==> src/rtl/dma_opreg_pkg.sv <==
package dma_opreg_pkg;
  localparam int REG_W = 16;

  typedef enum logic [1:0] {
    CSM_NORMAL = 2'b00,
    CSM_RSVD   = 2'b01,
    CSM_INT16  = 2'b10,
    CSM_INT64  = 2'b11
  } csm_e;

  localparam int MODE_LSB = 12;
  localparam int PRIO_LSB = 8;
  localparam int AE_BIT   = 2;
  localparam int NMI_BIT  = 1;
  localparam int EN_BIT   = 0;
endpackage

==> src/rtl/dma_opreg_regs.sv <==
module dma_opreg_regs
  import dma_opreg_pkg::*;
(
  input  logic             clk,
  input  logic             rst,
  input  logic             reg_wr,
  input  logic             reg_rd,
  input  logic [REG_W-1:0] reg_wdata,
  input  logic             addr_err_evt,
  input  logic             nmi_evt,
  output logic [REG_W-1:0] reg_rdata,
  output csm_e             mode,
  output logic [1:0]       prio,
  output logic             dma_en,
  output logic             ae_flag,
  output logic             nmi_flag
);
  logic ae_arm, nmi_arm;
  logic ae_clr, nmi_clr;
  logic [REG_W-1:0] word;

  assign ae_clr  = reg_wr && ae_arm  && !reg_wdata[AE_BIT];
  assign nmi_clr = reg_wr && nmi_arm && !reg_wdata[NMI_BIT];

  always_comb begin
    word = '0;
    word[MODE_LSB +: 2] = mode;
    word[PRIO_LSB +: 2] = prio;
    word[AE_BIT]  = ae_flag;
    word[NMI_BIT] = nmi_flag;
    word[EN_BIT]  = dma_en;
  end

  always_ff @(posedge clk) begin
    if (rst) begin
      mode      <= CSM_NORMAL;
      prio      <= '0;
      dma_en    <= 1'b0;
      ae_flag   <= 1'b0;
      nmi_flag  <= 1'b0;
      ae_arm    <= 1'b0;
      nmi_arm   <= 1'b0;
      reg_rdata <= '0;
    end else begin
      if (reg_wr) begin
        mode    <= csm_e'(reg_wdata[MODE_LSB +: 2]);
        prio    <= reg_wdata[PRIO_LSB +: 2];
        dma_en  <= reg_wdata[EN_BIT];
        ae_arm  <= 1'b0;
        nmi_arm <= 1'b0;
      end else if (reg_rd) begin
        ae_arm  <= ae_flag;
        nmi_arm <= nmi_flag;
      end
      if (reg_rd) reg_rdata <= word;
      ae_flag  <= addr_err_evt || (ae_flag  && !ae_clr);
      nmi_flag <= nmi_evt      || (nmi_flag && !nmi_clr);
    end
  end

  AST_RSVD_ZERO: assert property (@(posedge clk) disable iff (rst)
    (reg_rdata[15:14] == 2'b00) && (reg_rdata[11:10] == 2'b00) && (reg_rdata[7:3] == 5'd0));

  AST_SET_WINS: assert property (@(posedge clk) disable iff (rst)
    $past(addr_err_evt && !rst) |-> ae_flag);

  AST_AE_CLEAR_ONLY_ARMED: assert property (@(posedge clk) disable iff (rst)
    $fell(ae_flag) |-> $past(reg_wr && ae_arm && !reg_wdata[AE_BIT]));

  AST_NMI_CLEAR_ONLY_ARMED: assert property (@(posedge clk) disable iff (rst)
    $fell(nmi_flag) |-> $past(reg_wr && nmi_arm && !reg_wdata[NMI_BIT]));
endmodule

==> src/rtl/dma_opreg_pacer.sv <==
module dma_opreg_pacer
  import dma_opreg_pkg::*;
#(
  parameter int NUM_CH    = 4,
  parameter int INT_SHORT = 16,
  parameter int INT_LONG  = 64
) (
  input  logic              clk,
  input  logic              rst,
  input  csm_e              mode,
  input  logic [NUM_CH-1:0] ch_cycle_steal,
  input  logic              grant_ok,
  input  logic              xfer_req,
  output logic              xfer_gnt
);
  localparam int CNT_W = $clog2(INT_LONG + 1);
  localparam logic [CNT_W-1:0] CNT_MAX   = CNT_W'(INT_LONG);
  localparam logic [CNT_W-1:0] CNT_SHORT = CNT_W'(INT_SHORT);

  logic             all_cs;
  logic             paced;
  logic [CNT_W-1:0] intv;
  logic [CNT_W-1:0] since_q;
  logic             issue;

  assign all_cs = &ch_cycle_steal;

  always_comb begin
    paced = 1'b0;
    intv  = CNT_W'(1);
    if (all_cs) begin
      case (mode)
        CSM_INT16: begin paced = 1'b1; intv = CNT_SHORT; end
        CSM_INT64: begin paced = 1'b1; intv = CNT_MAX;   end
        default:   begin paced = 1'b0; intv = CNT_W'(1); end
      endcase
    end
  end

  assign issue = grant_ok && xfer_req && (!paced || (since_q >= intv));

  always_ff @(posedge clk) begin
    if (rst) begin
      since_q  <= CNT_MAX;
      xfer_gnt <= 1'b0;
    end else begin
      xfer_gnt <= issue;
      if (issue)                 since_q <= CNT_W'(1);
      else if (since_q < CNT_MAX) since_q <= since_q + CNT_W'(1);
    end
  end

  AST_GNT_NEEDS_REQ: assert property (@(posedge clk) disable iff (rst)
    xfer_gnt |-> $past(xfer_req && grant_ok));

  AST_BACK2BACK_NORMAL: assert property (@(posedge clk) disable iff (rst)
    (xfer_gnt && $past(xfer_gnt)) |-> $past(!paced));
endmodule

==> src/rtl/dma_opreg_pace.sv <==
module dma_opreg_pace
  import dma_opreg_pkg::*;
#(
  parameter int NUM_CH    = 4,
  parameter int INT_SHORT = 16,
  parameter int INT_LONG  = 64
) (
  input  logic              clk,
  input  logic              rst,
  input  logic              reg_wr,
  input  logic              reg_rd,
  input  logic [15:0]       reg_wdata,
  output logic [15:0]       reg_rdata,
  input  logic [NUM_CH-1:0] ch_cycle_steal,
  input  logic              addr_err_evt,
  input  logic              nmi_evt,
  input  logic              xfer_req,
  output logic              xfer_gnt,
  output logic [1:0]        prio_out
);
  csm_e mode;
  logic dma_en, ae_flag, nmi_flag, grant_ok;

  dma_opreg_regs u_regs (
    .clk          (clk),
    .rst          (rst),
    .reg_wr       (reg_wr),
    .reg_rd       (reg_rd),
    .reg_wdata    (reg_wdata),
    .addr_err_evt (addr_err_evt),
    .nmi_evt      (nmi_evt),
    .reg_rdata    (reg_rdata),
    .mode         (mode),
    .prio         (prio_out),
    .dma_en       (dma_en),
    .ae_flag      (ae_flag),
    .nmi_flag     (nmi_flag)
  );

  assign grant_ok = dma_en && !ae_flag && !nmi_flag;

  dma_opreg_pacer #(
    .NUM_CH    (NUM_CH),
    .INT_SHORT (INT_SHORT),
    .INT_LONG  (INT_LONG)
  ) u_pacer (
    .clk            (clk),
    .rst            (rst),
    .mode           (mode),
    .ch_cycle_steal (ch_cycle_steal),
    .grant_ok       (grant_ok),
    .xfer_req       (xfer_req),
    .xfer_gnt       (xfer_gnt)
  );

  AST_GATED_OFF: assert property (@(posedge clk) disable iff (rst)
    xfer_gnt |-> $past(dma_en && !ae_flag && !nmi_flag));
endmodule

==> config.mk <==
export PLATFORM = sky130hd
export DESIGN_NAME = dma_opreg_pace
export DESIGN_NICKNAME = d
export VERILOG_FILES = /design/src/rtl/dma_opreg_pkg.sv /design/src/rtl/dma_opreg_regs.sv /design/src/rtl/dma_opreg_pacer.sv /design/src/rtl/dma_opreg_pace.sv
export SDC_FILE = /design/constraint.sdc
export NUM_CORES = 1
export LEC_CHECK = 0
export BUFFER_PORTS_ARGS = -buffer_cell sky130_fd_sc_hd__clkbuf_2
export CAP_MARGIN = 20
export CORE_UTILIZATION = 30
export DETAILED_ROUTE_END_ITERATION = 16
export SYNTH_ARGS = -nofsm -noshare
export SYNTH_HDL_FRONTEND = slang
export SYNTH_SLANG_ARGS = --single-unit
==> constraint.sdc <==
create_clock -name clk -period 3.1 [get_ports clk]
set_clock_uncertainty 0.2 [all_clocks]
set_input_delay 0.62 -clock clk [delete_from_list [all_inputs] [get_ports clk]]
set_output_delay 0.62 -clock clk [all_outputs]
set_load 0.01 [all_outputs]
### Word-level counts from Yosys, hierarchy flattened

Cells that the tools add are included.

* output and inout bits: 19
* register bits after elaboration: 24
* bits of input ports: 27

* magnitude comparators: 2
* mux-type cells: 6
* equal/unequal tests: 2
* reduce and logical (&&, ||, !) cells: 25
* add/subtract/negate cells: 1

Operator list (number)
* $mux W7: 3
* $pmux W7 S2: 1
* $logic_and A1 B1 Y1: 10
* $add A7 B1 Y7 const B: 1
* $ge A7 B7 Y1: 1
* $logic_not A1 Y1: 7
* $lt A7 B7 Y1 const B: 1
* $reduce_or A2 Y1: 3
* $eq A2 B2 Y1 const B: 2
* $reduce_and A4 Y1: 1
* $logic_or A1 B1 Y1: 3
* $mux W1: 2
* $reduce_bool A2 Y1: 1

### Logic depth before layout (Yosys ltp)

Gate-level depths: netlist of run 1.

* word-level depth: 8
* mapped depth: 8
* mapped depth without buffers: 8

### Hierarchy

From an unflattened synthesis of run 1, not the netlist that was laid out.

* cells, all modules: 114
* area, all modules: 1097.3 um2

Modules (own cells, without submodules)
* dma_opreg_regs: cells each 64, area an instance 651.9 um2, sequential area each 320.3 um2, instances 1
* dma_opreg_pacer: cells each 49, area an instance 432.9 um2, sequential area each 160.2 um2, instances 1
* dma_opreg_pace: cells each 1, area an instance 12.5 um2, sequential area each 0.0 um2, instances 1

### Worst setup path before layout of run 1

No wires, ideal clock.

* kind: input to register
* start point: in ch_cycle_steal[2]
* end point: reg u_pacer.since_q[0]
* arrival time: 2.159 ns
* required time: 2.773 ns
* slack: 0.613 ns
* library setup time: 0.127 ns
* buffers on the path: 0
* stages: 7
* cells stage by stage: nand2_1 -> or3_1 -> ha_1 -> a211o_1 -> a211oi_1 -> a31oi_1 -> o21bai_1

* longest elaborated chain between the ends: 6
* elaborated cells between the ends (all ways): 9
* classes of those cells: order compare: 1; mux: 3; reduce/logical: 5

Ends and longest elaborated chain
* start, declared: line dma_opreg_pace.sv:14 `input logic [NUM_CH-1:0] ch_cycle_steal,`
* $reduce_and A4 Y1 *: line dma_opreg_pacer.sv:26 `assign all_cs = &ch_cycle_steal;`
* $mux W7 / $mux W1 (equally long branches): line dma_opreg_pacer.sv:31 `if (all_cs) begin`
* $ge A7 B7 Y1 / $logic_not A1 Y1 (equally long branches): line dma_opreg_pacer.sv:40 `assign issue = grant_ok && xfer_req && (!paced || (since_q >= intv));`
* $logic_or A1 B1 Y1 *: line dma_opreg_pacer.sv:40
* $logic_and A1 B1 Y1 *: line dma_opreg_pacer.sv:40
* $mux W7 / $reduce_bool A2 Y1 (equally long branches)
* end signal, assigned: line dma_opreg_pacer.sv:49 `else if (since_q < CNT_MAX) since_q <= since_q + CNT_W'(1);`
* end, declared: line dma_opreg_pacer.sv:23 `logic [CNT_W-1:0] since_q;`

Every way passes the cells marked *; elsewhere a longest branch is shown, timed or not.
A chain may end at the register's enable or synchronous reset.

### Worst setup path in the final report of run 1

* start point: in ch_cycle_steal[0]
* end point: reg u_pacer.since_q[0]

The elaborated chain is that of the path after synthesis.

==> results by group, run 1 <==
Power
  – Total power: around 0.55 mW
  – Static Leak: approximately 0.6 nW
  – Power share of the combinational group: 0.108
  – Clock power share: 0.289
  – Switching pwr: between 0.1 and 0.15 mW
  – Pwr dens: approximately 430 mW/mm²
  – Internal: 0.419 mW
  – Switching Share: 0.233
  – Worst VDD drop: 149 µV
  – Flop pwr share: 0.603

GRT
  – Initial antenna violation count: 0
  – Vias in the first global route: 702
  – Pin count of the biggest net entering global routing: 22
  – Total grt overflow: 0
  – First-pass GRT wire length: 2800 µm
  – GRT Util Overall: 0.0996

Timing
  – Max Transition Viols Final: 0
  – Fmax: around 420 MHz
  – Final Cycle Share: 0.774
  – Final setup violating endpoints: 0
  – Final Critical Period: ~2.4 ns
  – RSZ-0062 raised after global routing: no
  – Final hold vios: 0
  – Setup TNS: 0 ns

Clocking
  – Number of buffers created by CTS: 3
  – H-tree levels: 1
  – Clock sinks: 24
  – Hold buffer count at CTS: 0
  – Post-CTS setup buffer count: 0
  – TritonCTS clock tree: built
  – Clock root buffer master: clkbuf_4
  – Latest clock arrival within the worst-skew pair: roughly 0.30 ns
  – Worst-case clock buffer depth: 2
  – CTS resizes: 0
  – CTS clk-pin slew, worst paths: roughly 0.13 ns

Worst setup path
  – CP Cell Sequence: clkbuf_2, nand3_1, or3_1, ha_1, a211o_1, a211oi_1, a31oi_1, o21bai_1
  – Slowest stage cell, crit path: or3_1
  – Crit path DAT: roughly 2.4 ns
  – Peak fanout along the critical path: 3
  – Crit Path Class: in -> reg
  – Critical path's largest stage delay: 0.33 ns
  – R2r worst-path depth: 7
  – CP startpoint kind: input pin
  – WP data required: around 3.1 ns
  – Crit end category: flop

Synth
  – Gate count of the mapped netlist: approximately 120
  – Synth top area cells: dfxtp_1 44%, mux2i_1 14%, nor2_1 9.0%
  – EDFF count, synth: 0
  – Biggest area consumer among synthesized cells: dfxtp_1
  – Synth Flop Type: dfxtp_1
  – Synth top area share: 0.444
  – Mapped Area: about 0.0011 mm²
  – Post-synth ARST share: 0
  – Unique masters post-synth: 27
  – Post-synthesis sequential area ratio: 0.444
  – Seq cells post-synth: 24
  – Post-Syn Area per Cell: around 9.3 µm²
  – Ys Warns: 0

Route
  – Top Metal Used: met3
  – DR WL/cell: slightly above 10 µm
  – DR vias: between 800 and 900
  – DR WL met3: about 100 µm
  – Starting DRT DRC Count: 13
  – Met2 routed WL: a little under 900 µm
  – M1 WL: between 900 and 1000 µm
  – Pre-Repair DR Iteration Count: 4
  – DRT Wirelength: ~1900 µm
  – Via density: around 4.4
  – DRC viols: 0
  – DRT antenna net count: 0

Place
  – GP Congestion: between 0.8 and 0.9
  – Buffers added on ports: 27
  – Area after DPL: 0.00122 mm²
  – Placed cell count: 184
  – Post-DP HPWL: ~1500 µm

Die
  – Initial core utilization: 0.319
  – Chip height: 62.0 µm
  – Core Footprint: 0.00339 mm²
  – Rows: 21
  – IO Pins: between 40 and 50
  – Die Area: between 0.003 and 0.004 mm²
  – Die W: slightly above 60 µm

Finish
  – Utilization after layout: 0.371
  – Area growth syn-to-layout: 16.2%
  – Antenna Cells: 0
  – Cell area after layout: ~0.0013 mm²
  – Sequential Area: 480 µm²
  – Multi-input logic area: approximately 540 µm²
  – Layout cells sized above 1: 0.218
  – Non-Filler Instances: 188
  – Layout Nets: 174
  – Fill count: about 340

Min path
  – Hold Path Cell Cnt: 2
  – Type of the worst min-delay path: reg -> reg

Job
  – Max-cap violations: 0

Run status
  – Status: finished clean
-- synth_stat cells (3+ instances only) --
cell type   n
nor3_1      3
dfxtp_1    24
inv_1       3
nor2_1     26
nand2_1     3
clkbuf_1    3
buf_4       9
xor2_1      3
mux2i_1    15
ha_1        4
-- final cells by class --
| cell class | instances | share of cell area |
|---|---|---|
| inverters | 3 | 0.00896 |
| multi-input cells | 84 | 0.426 |
| flip-flops and latches | 24 | 0.382 |
| well taps | 46 | 0.0458 |
| clock buffers | 4 | 0.0289 |
| repair buffers | 27 | 0.108 |
-- layer usage --
metal | track usage | vias to the layer above
met5 | 0 | -
met4 | 0.0381 | 0
met3 | 0.0207 | 0
met2 | 0.172 | 20
met1 | 0.121 | 376
li1 | - | 424
-- critical path: cells and delay by family --
kind	cells	cell delay [ns]
compound gates	4	0.96
fa+ha+maj	1	0.29
simple gates	2	0.44
buf+inv	1	0.08
-- final timing paths --
path                     endpoint            startpoint  slack [ns]
min          u_regs.reg_rdata[12]  u_regs.reg_rdata[12]        0.31
min reg2reg  u_regs.reg_rdata[12]  u_regs.reg_rdata[12]        0.31
max reg2reg    u_pacer.since_q[0]        u_regs.mode[1]        0.71
max            u_pacer.since_q[0]     ch_cycle_steal[0]        0.70
-- registers in the layout, summed over array words and instances, names as in the netlist --
signal,count
u_pacer.since_q,7
u_pacer.xfer_gnt,1
u_regs.ae_arm,1
u_regs.ae_flag,1
u_regs.dma_en,1
u_regs.mode,2
u_regs.nmi_arm,1
u_regs.nmi_flag,1
u_regs.prio,2
u_regs.reg_rdata,7
-- power groups by stage --
stage                     Clock, mW  Sequential (mW)  Combinational [mW]
after detailed placement          0            0.336              0.0597
after global routing          0.180            0.331              0.0678
final                         0.158            0.329              0.0590
after CTS                     0.169            0.329              0.0600
after global placement            0            0.335              0.0579
after floorplan                   0            0.337              0.0449
-- kinds of logic (layout without fill, tap and decap cells) --
| family | after synthesis | after routing | share of synthesized area |
|---|---|---|---|
| AO/OA/AOI/OAI | 7 | 7 | 0.0428 |
| XOR/XNOR | 5 | 5 | 0.0405 |
| adder cells (fa/ha/maj) | 4 | 4 | 0.0463 |
| buffers and inverters | 16 | 34 | 0.0880 |
| flip-flops | 24 | 24 | 0.444 |
| multiplexers | 15 | 15 | 0.139 |
| other | 1 | 9 | 0.00347 |
| AND/OR/NAND/NOR | 44 | 44 | 0.196 |
-- cells in the final DEF (no fill, tap or decap), drive strengths merged, types with 3 or more instances in the layout --
cell type / netlist / routed
xor2: 3 / 3
nand2: 3 / 3
inv: 3 / 3
conb: 1 / 9
nor3: 3 / 3
clkbuf: 3 / 31
mux2i: 15 / 15
nor2: 26 / 26
dfxtp: 24 / 24
ha: 4 / 4
-- metrics by stage --
step	hold slack, ns	setup WS (ns)
2_1_floorplan	0.274	0.613
3_3_place_gp	0.271	0.389
3_5_place_dp	0.289	0.357
4_1_cts	0.311	0.703
5_1_grt	0.317	0.492
6_report	0.312	0.700
Note: power is estimated with default switching activity, not from simulation.
==> run 2: changes to the inputs <==
- clock period: 3.1 -> 2.1 ns (I/O delays scaled with it)
==> run 2 against run 1 <==
Compared with the run above:
- the flow now finishes with violations (negative setup slack)
- combinational power is 78% higher
- register-to-register slack worse by 0.81 ns
- worst hold slack worse by 0.21 ns
- critical endpoint is now u_pacer.since_q[5]
- design area is 14% higher
- count of clock-buffer cells in the layout is 1 lower
- sequential power is 47% higher
- first-iteration DRC count is 69% lower
- cell count is 6.4% higher
- utilization is 5.1 points higher
- global-route usage is 3.4 points higher
==> results by group, run 2 (same netlist as run 1, synthesis figures left out) <==
Run status
  – Status: finished, violations left
  – Failing checks: negative setup slack

Finish
  – Most common cell after layout, fill and taps aside: clkbuf_2
  – Most frequent cells in the layout: 27 x clkbuf_2, 25 x nor2_1, 23 x dfxtp_1
  – Layout Nets: 186 (+6.9%)
  – Multi-input logic area: 602 µm² (+12%)
  – Layout cells sized above 1: 0.331 (+0.113)
  – Cell area after layout: 0.00143 mm² (+14%)
  – Fill count: 331 (-3.8%)
  – Sequential Area: 482 µm² (+0.26%)
  – Area growth syn-to-layout: 32.3%
  – Antenna Cells: 0 (unchanged)
  – Largest registers: u_pacer.since_q: 7 flops, u_regs.reg_rdata: 7 flops

Worst setup path
  – Reg-to-Reg Start: u_regs.mode[1]
  – Peak fanout along the critical path: 5 (+2)
  – R2r worst-path depth: 8 (+1)
  – Crit Path Class: reg -> reg
  – R2R Path End: u_pacer.since_q[5]
  – CP startpoint kind: flop
  – WP data required: 2.16 ns (-0.94 ns)
  – Crit path DAT: 2.26 ns (-0.14 ns)
  – R2r setup slk: -0.1 ns (-0.81 ns)
  – Crit end category: flop

Power
  – Total power: 0.928 mW (+70%)
  – Static Leak: 0.657 nW (+12%)
  – Worst VDD drop: 329 µV (+120%)
  – Pwr dens: 649 mW/mm² (+49%)

Route
  – DRT Wirelength: 2130 µm (+12%)
  – DR vias: 883 (+7.7%)
  – Via density: 4.42 (+1.2%)
  – DRC viols: 0 (unchanged)
  – DR WL/cell: 10.7 µm (+5.1%)
  – Starting DRT DRC Count: 4 (-9)
  – Pre-Repair DR Iteration Count: 4 (unchanged)
  – DRT antenna net count: 0 (unchanged)

GRT
  – First-pass GRT wire length: 3770 µm (+34%)
  – Total grt overflow: 0 (unchanged)
  – GRT Util Overall: 0.134 (+0.0345)
  – Pin count of the biggest net entering global routing: 15 (-32%)
  – Vias in the first global route: 884 (+26%)
  – Initial antenna violation count: 0 (unchanged)

Die
  – IO Pins: 46 (unchanged)
  – Die W: 62.0 µm (unchanged)
  – Chip height: 62.0 µm (unchanged)
  – Rows: 21 (unchanged)
  – Die Area: 0.00385 mm² (unchanged)
  – Initial core utilization: 0.319 (unchanged)
  – Core Footprint: 0.00339 mm² (unchanged)

Min path
  – Worst hold start: addr_err_evt
  – Hold EP: u_regs.ae_flag
  – Type of the worst min-delay path: in -> reg
  – Hold Path Cell Cnt: 3 (+1)

Place
  – Buffers added on ports: 27 (unchanged)
  – GP Congestion: 0.707 (-13%)
  – Area after DPL: 0.00131 mm² (+7.6%)
  – Post-Place Setup Slack: -0.365 ns (-0.722 ns)
  – Post-DP HPWL: 1620 µm (+8.6%)

Clocking
  – Clock root buffer master: clkbuf_4
  – H-tree levels: 1 (unchanged)
  – TritonCTS clock tree: built
  – Latest clock arrival within the worst-skew pair: 0.32 ns (+0.02 ns)
  – Worst-case clock buffer depth: 2 (unchanged)
  – Number of buffers created by CTS: 3 (unchanged)
  – Hold buffer count at CTS: 0 (unchanged)
  – CTS clk-pin slew, worst paths: 0.14 ns (about the same)
  – Clock sinks: 24 (unchanged)

Timing
  – Fmax: ~460 MHz
  – Final Critical Period: between 2 and 2.5 ns
  – Final setup violating endpoints: 7 (+7)
  – Final setup margin: -0.0958 ns (-0.796 ns)
  – Final Cycle Share: 1.05
  – Max Transition Viols Final: 0 (unchanged)
  – RSZ-0062 raised after global routing: yes
  – Final hold vios: 0 (unchanged)

Job
  – Max-cap violations: 0 (unchanged)
[run 2: per-layer routing]
layer / vias up / track usage / wire length, µm
li1: 449 / - / -
met1: 409 / 0.159 / 974
met2: 25 / 0.237 / 1080
met3: 0 / 0.0207 / 81
met4: 0 / 0.0603 / 0
met5: - / 0 / 0
[run 2: critical path, stage by stage (launching register included)]
cell and delay, ns:
dfxtp_2 0.37, nand3_4 0.06, or3_4 0.37, ha_4 0.22, a211o_1 0.28, a211oi_4 0.24, buf_4 0.16, a31oi_4 0.11
nor2_1 0.12
[run 2: cell type report]
| type | instances | area share |
|---|---|---|
| clock buffers | 3 | 0.0157 |
| flip-flops and latches | 24 | 0.337 |
| multi-input cells | 84 | 0.421 |
| well taps | 46 | 0.0402 |
| clock inverters | 1 | 0.0210 |
| inverters | 3 | 0.00787 |
| repair buffers | 39 | 0.157 |
[run 2: worst max path at each step]
stage / startpoint / end / slack, ns
2_1_floorplan: ch_cycle_steal[0] / u_pacer.since_q[0] / -0.1
3_3_place_gp: ch_cycle_steal[0] / u_pacer.since_q[0] / -0.33
3_5_place_dp: ch_cycle_steal[0] / u_pacer.since_q[0] / -0.37
4_1_cts: u_regs.mode[1] / u_pacer.since_q[5] / -0.13
5_1_grt: u_regs.mode[1] / u_pacer.since_q[4] / -0.21
6_report: u_regs.mode[1] / u_pacer.since_q[5] / -0.1
[run 2: what timing repair did]
item,in CTS,in global routing
pin swaps,10,1
setup buffers,2,0
setup endpoints to repair,8,8
endpoints found under the hold margin,0,0
resized for setup,8,0
[run 2: where the power goes]
group	switching (mW)	internal (mW)
clock network	0.144	0.193
registers	0.0123	0.473
logic	0.0550	0.0505
total	0.212	0.716
[run 2: metrics by stage]
stage | std cells | hold slack (ns) | utilization | setup TNS, ns
3_5_place_dp | 194 | 0.289 | 0.387 | -2.54
3_3_place_gp | 194 | 0.276 | 0.387 | -2.18
6_report | 200 | 0.106 | 0.422 | -0.547
4_1_cts | 200 | 0.107 | 0.422 | -0.771
2_1_floorplan | 124 | 0.274 | - | -0.262
5_1_grt | 200 | 0.107 | 0.422 | -1.34
==> run 3: changes to the inputs <==
- CORE_ASPECT_RATIO: unset -> 0.5
- CTS_BUF_LIST: unset -> sky130_fd_sc_hd__clkbuf_8
- CTS_CLUSTER_DIAMETER: unset -> 60
==> run 3 against run 2 <==
Compared with the run above:
- clock power rose by 21%
- register-to-register slack lost 0.08 ns
- largest power group unchanged
- critical path depth down 1
- the run still ends with negative setup slack left
- critical path type unchanged
- first-iteration DRC count rose to 3.0 times the previous value
- via count decreased by 3.4%
==> results by group, run 3 (same netlist as run 1, synthesis figures left out) <==
Clocking
  – CTS clk-pin slew, worst paths: 0.09 ns (-0.05 ns)
  – Worst-case clock buffer depth: 2 (unchanged)
  – Latest clock arrival within the worst-skew pair: 0.27 ns (-0.05 ns)
  – Hold buffer count at CTS: 0 (unchanged)
  – H-tree levels: 1 (unchanged)
  – Clock root buffer master: clkbuf_8
  – Clock sinks: 24 (unchanged)
  – TritonCTS clock tree: built
  – Number of buffers created by CTS: 3 (unchanged)

Route
  – Starting DRT DRC Count: 12 (+8)
  – Via density: 4.31 (-2.4%)
  – DRC viols: 0 (unchanged)
  – DR WL/cell: 10.0 µm (-6.1%)
  – DRT antenna net count: 0 (unchanged)
  – DRT Wirelength: 1980 µm (-7.1%)
  – Pre-Repair DR Iteration Count: 4 (unchanged)
  – DR vias: 853 (-3.4%)

GRT
  – Total grt overflow: 0 (unchanged)
  – Met3 layer usage reported by global route: 0.0336 (+0.0129)
  – Vias in the first global route: 717 (-19%)
  – Pin count of the biggest net entering global routing: 19 (+4)
  – GRT Util Overall: 0.104 (-0.0298)
  – Met1 usage: 0.126 (-0.0329)
  – Initial antenna violation count: 0 (unchanged)
  – First-pass GRT wire length: 3020 µm (-20%)
  – GR Layer Usage met2: 0.181 (-0.0560)
  – Grt peak-use layer: met2

Power
  – Static Leak: 0.648 nW (-1.4%)
  – Pwr dens: 702 mW/mm² (+8.1%)
  – Worst VDD drop: 266 µV (-19%)
  – Total power: 0.995 mW (+7.3%)

Min path
  – Type of the worst min-delay path: in -> reg
  – Worst hold start: nmi_evt
  – Hold Path Cell Cnt: 3 (unchanged)
  – Hold EP: u_regs.nmi_flag

Finish
  – Area growth syn-to-layout: 31.2%
  – Most frequent cells in the layout: 27 x clkbuf_2, 26 x nor2_1, 23 x dfxtp_1
  – Non-Filler Instances: 198 (-1.0%)
  – Most common cell after layout, fill and taps aside: clkbuf_2
  – Fill count: 321 (-3.0%)
  – Largest registers: u_pacer.since_q: 7 flops, u_regs.reg_rdata: 7 flops
  – Layout cells sized above 1: 0.307 (-0.0245)
  – Cell area after layout: 0.00142 mm² (-0.79%)
  – Antenna Cells: 0 (unchanged)
  – Layout Nets: 182 (-2.2%)

Timing
  – Max Transition Viols Final: 0 (unchanged)
  – Final setup violating endpoints: 8 (+1)
  – Setup TNS: -0.588 ns (-0.0408 ns)
  – RSZ-0062 raised after global routing: yes
  – Fmax: 440 MHz (-3.4%)
  – Final Cycle Share: 1.08 (+0.0365)
  – Final hold vios: 0 (unchanged)
  – Final setup margin: -0.172 ns (-0.0767 ns)
  – Final Critical Period: 2.27 ns (+0.0767 ns)

Die
  – IO Pins: 46 (unchanged)
  – Die W: 86.9 µm (+40%)
  – Initial core utilization: 0.337 (+0.0183)
  – Die Area: 0.00386 mm² (+0.37%)
  – Chip height: 44.4 µm (-28%)
  – Rows: 14 (-33%)
  – Core Footprint: 0.00321 mm² (-5.4%)

Place
  – Placed cell count: 194 (unchanged)
  – Area after DPL: 0.00130 mm² (-0.95%)
  – Post-DP HPWL: 1460 µm (-10%)
  – Buffers added on ports: 27 (unchanged)
  – GP Congestion: 0.710 (+0.44%)

Worst setup path
  – Crit Path Class: reg -> reg
  – Crit path DAT: 2.23 ns (-0.03 ns)
  – Peak fanout along the critical path: 3 (-2)
  – Crit end category: flop
  – CP startpoint kind: flop
  – Reg-to-Reg Start: u_regs.mode[1]
  – R2r setup slk: -0.17 ns (-0.08 ns)
  – WP data required: 2.06 ns (-0.10 ns)
  – R2r worst-path depth: 7 (-1)
  – R2R Path End: u_pacer.since_q[0]

Job
  – Max-cap violations: 0 (unchanged)

Run status
  – Failing checks: negative setup slack
  – Status: finished, violations left
[run 3: worst max-delay path, cell delays in order, from the launching register on]
cell and delay [ns]:
dfxtp_2 0.36, nand3_4 0.07, or3_4 0.34, ha_4 0.22, a211o_1 0.32, a211oi_4 0.31
a31oi_2 0.16, o21bai_1 0.17
[run 3: stage by stage]
stage,hold slack [ns],utilization,setup WS (ns)
floorplan,0.274,-,-0.0984
global placement,0.275,0.406,-0.324
detailed placement,0.286,0.406,-0.322
CTS,0.153,0.428,-0.146
global route,0.146,0.443,-0.242
finish,0.153,0.443,-0.172
[run 3: final cells by class]
type | instances | area [µm²] | area share
inverters | 3 | 11.3 | 0.00794
flip-flops and latches | 24 | 482 | 0.340
clock buffers | 3 | 41.3 | 0.0291
multi-input cells | 84 | 599 | 0.422
clock inverters | 1 | 30.0 | 0.0212
well taps | 48 | 60.1 | 0.0423
repair buffers | 35 | 195 | 0.138
[run 3: worst max path at each step]
| stage | slack (ns) | endpoint | startpoint |
|---|---|---|---|
| after global routing | -0.24 | u_pacer.since_q[0] | u_regs.mode[1] |
| after global placement | -0.32 | u_pacer.since_q[0] | ch_cycle_steal[0] |
| after CTS | -0.15 | u_pacer.since_q[0] | u_regs.mode[1] |
| after detailed placement | -0.32 | u_pacer.since_q[0] | ch_cycle_steal[0] |
| final | -0.17 | u_pacer.since_q[0] | u_regs.mode[1] |
| after floorplan | -0.1 | u_pacer.since_q[0] | ch_cycle_steal[0] |
[run 3: where the power goes]
part | internal (mW) | switching [mW] | total (mW)
Combinational | 0.0492 | 0.0537 | 0.103
Sequential | 0.472 | 0.0121 | 0.484
Clock | 0.255 | 0.153 | 0.408
Total | 0.776 | 0.219 | 0.995
[run 3: per-layer routing]
metal / up-vias / wire length [µm]
met4: 0 / 0
met2: 21 / 949
li1: 442 / -
met3: 0 / 82
met1: 390 / 948
met5: - / 0
[run 3: repair_timing]
action / in CTS / in global routing
pin swaps: 0 / 9
setup endpoints to repair: 8 / 8
gates resized for setup: 1 / 6
setup buffers: 0 / 0
hold endpoints to repair: 0 / 0
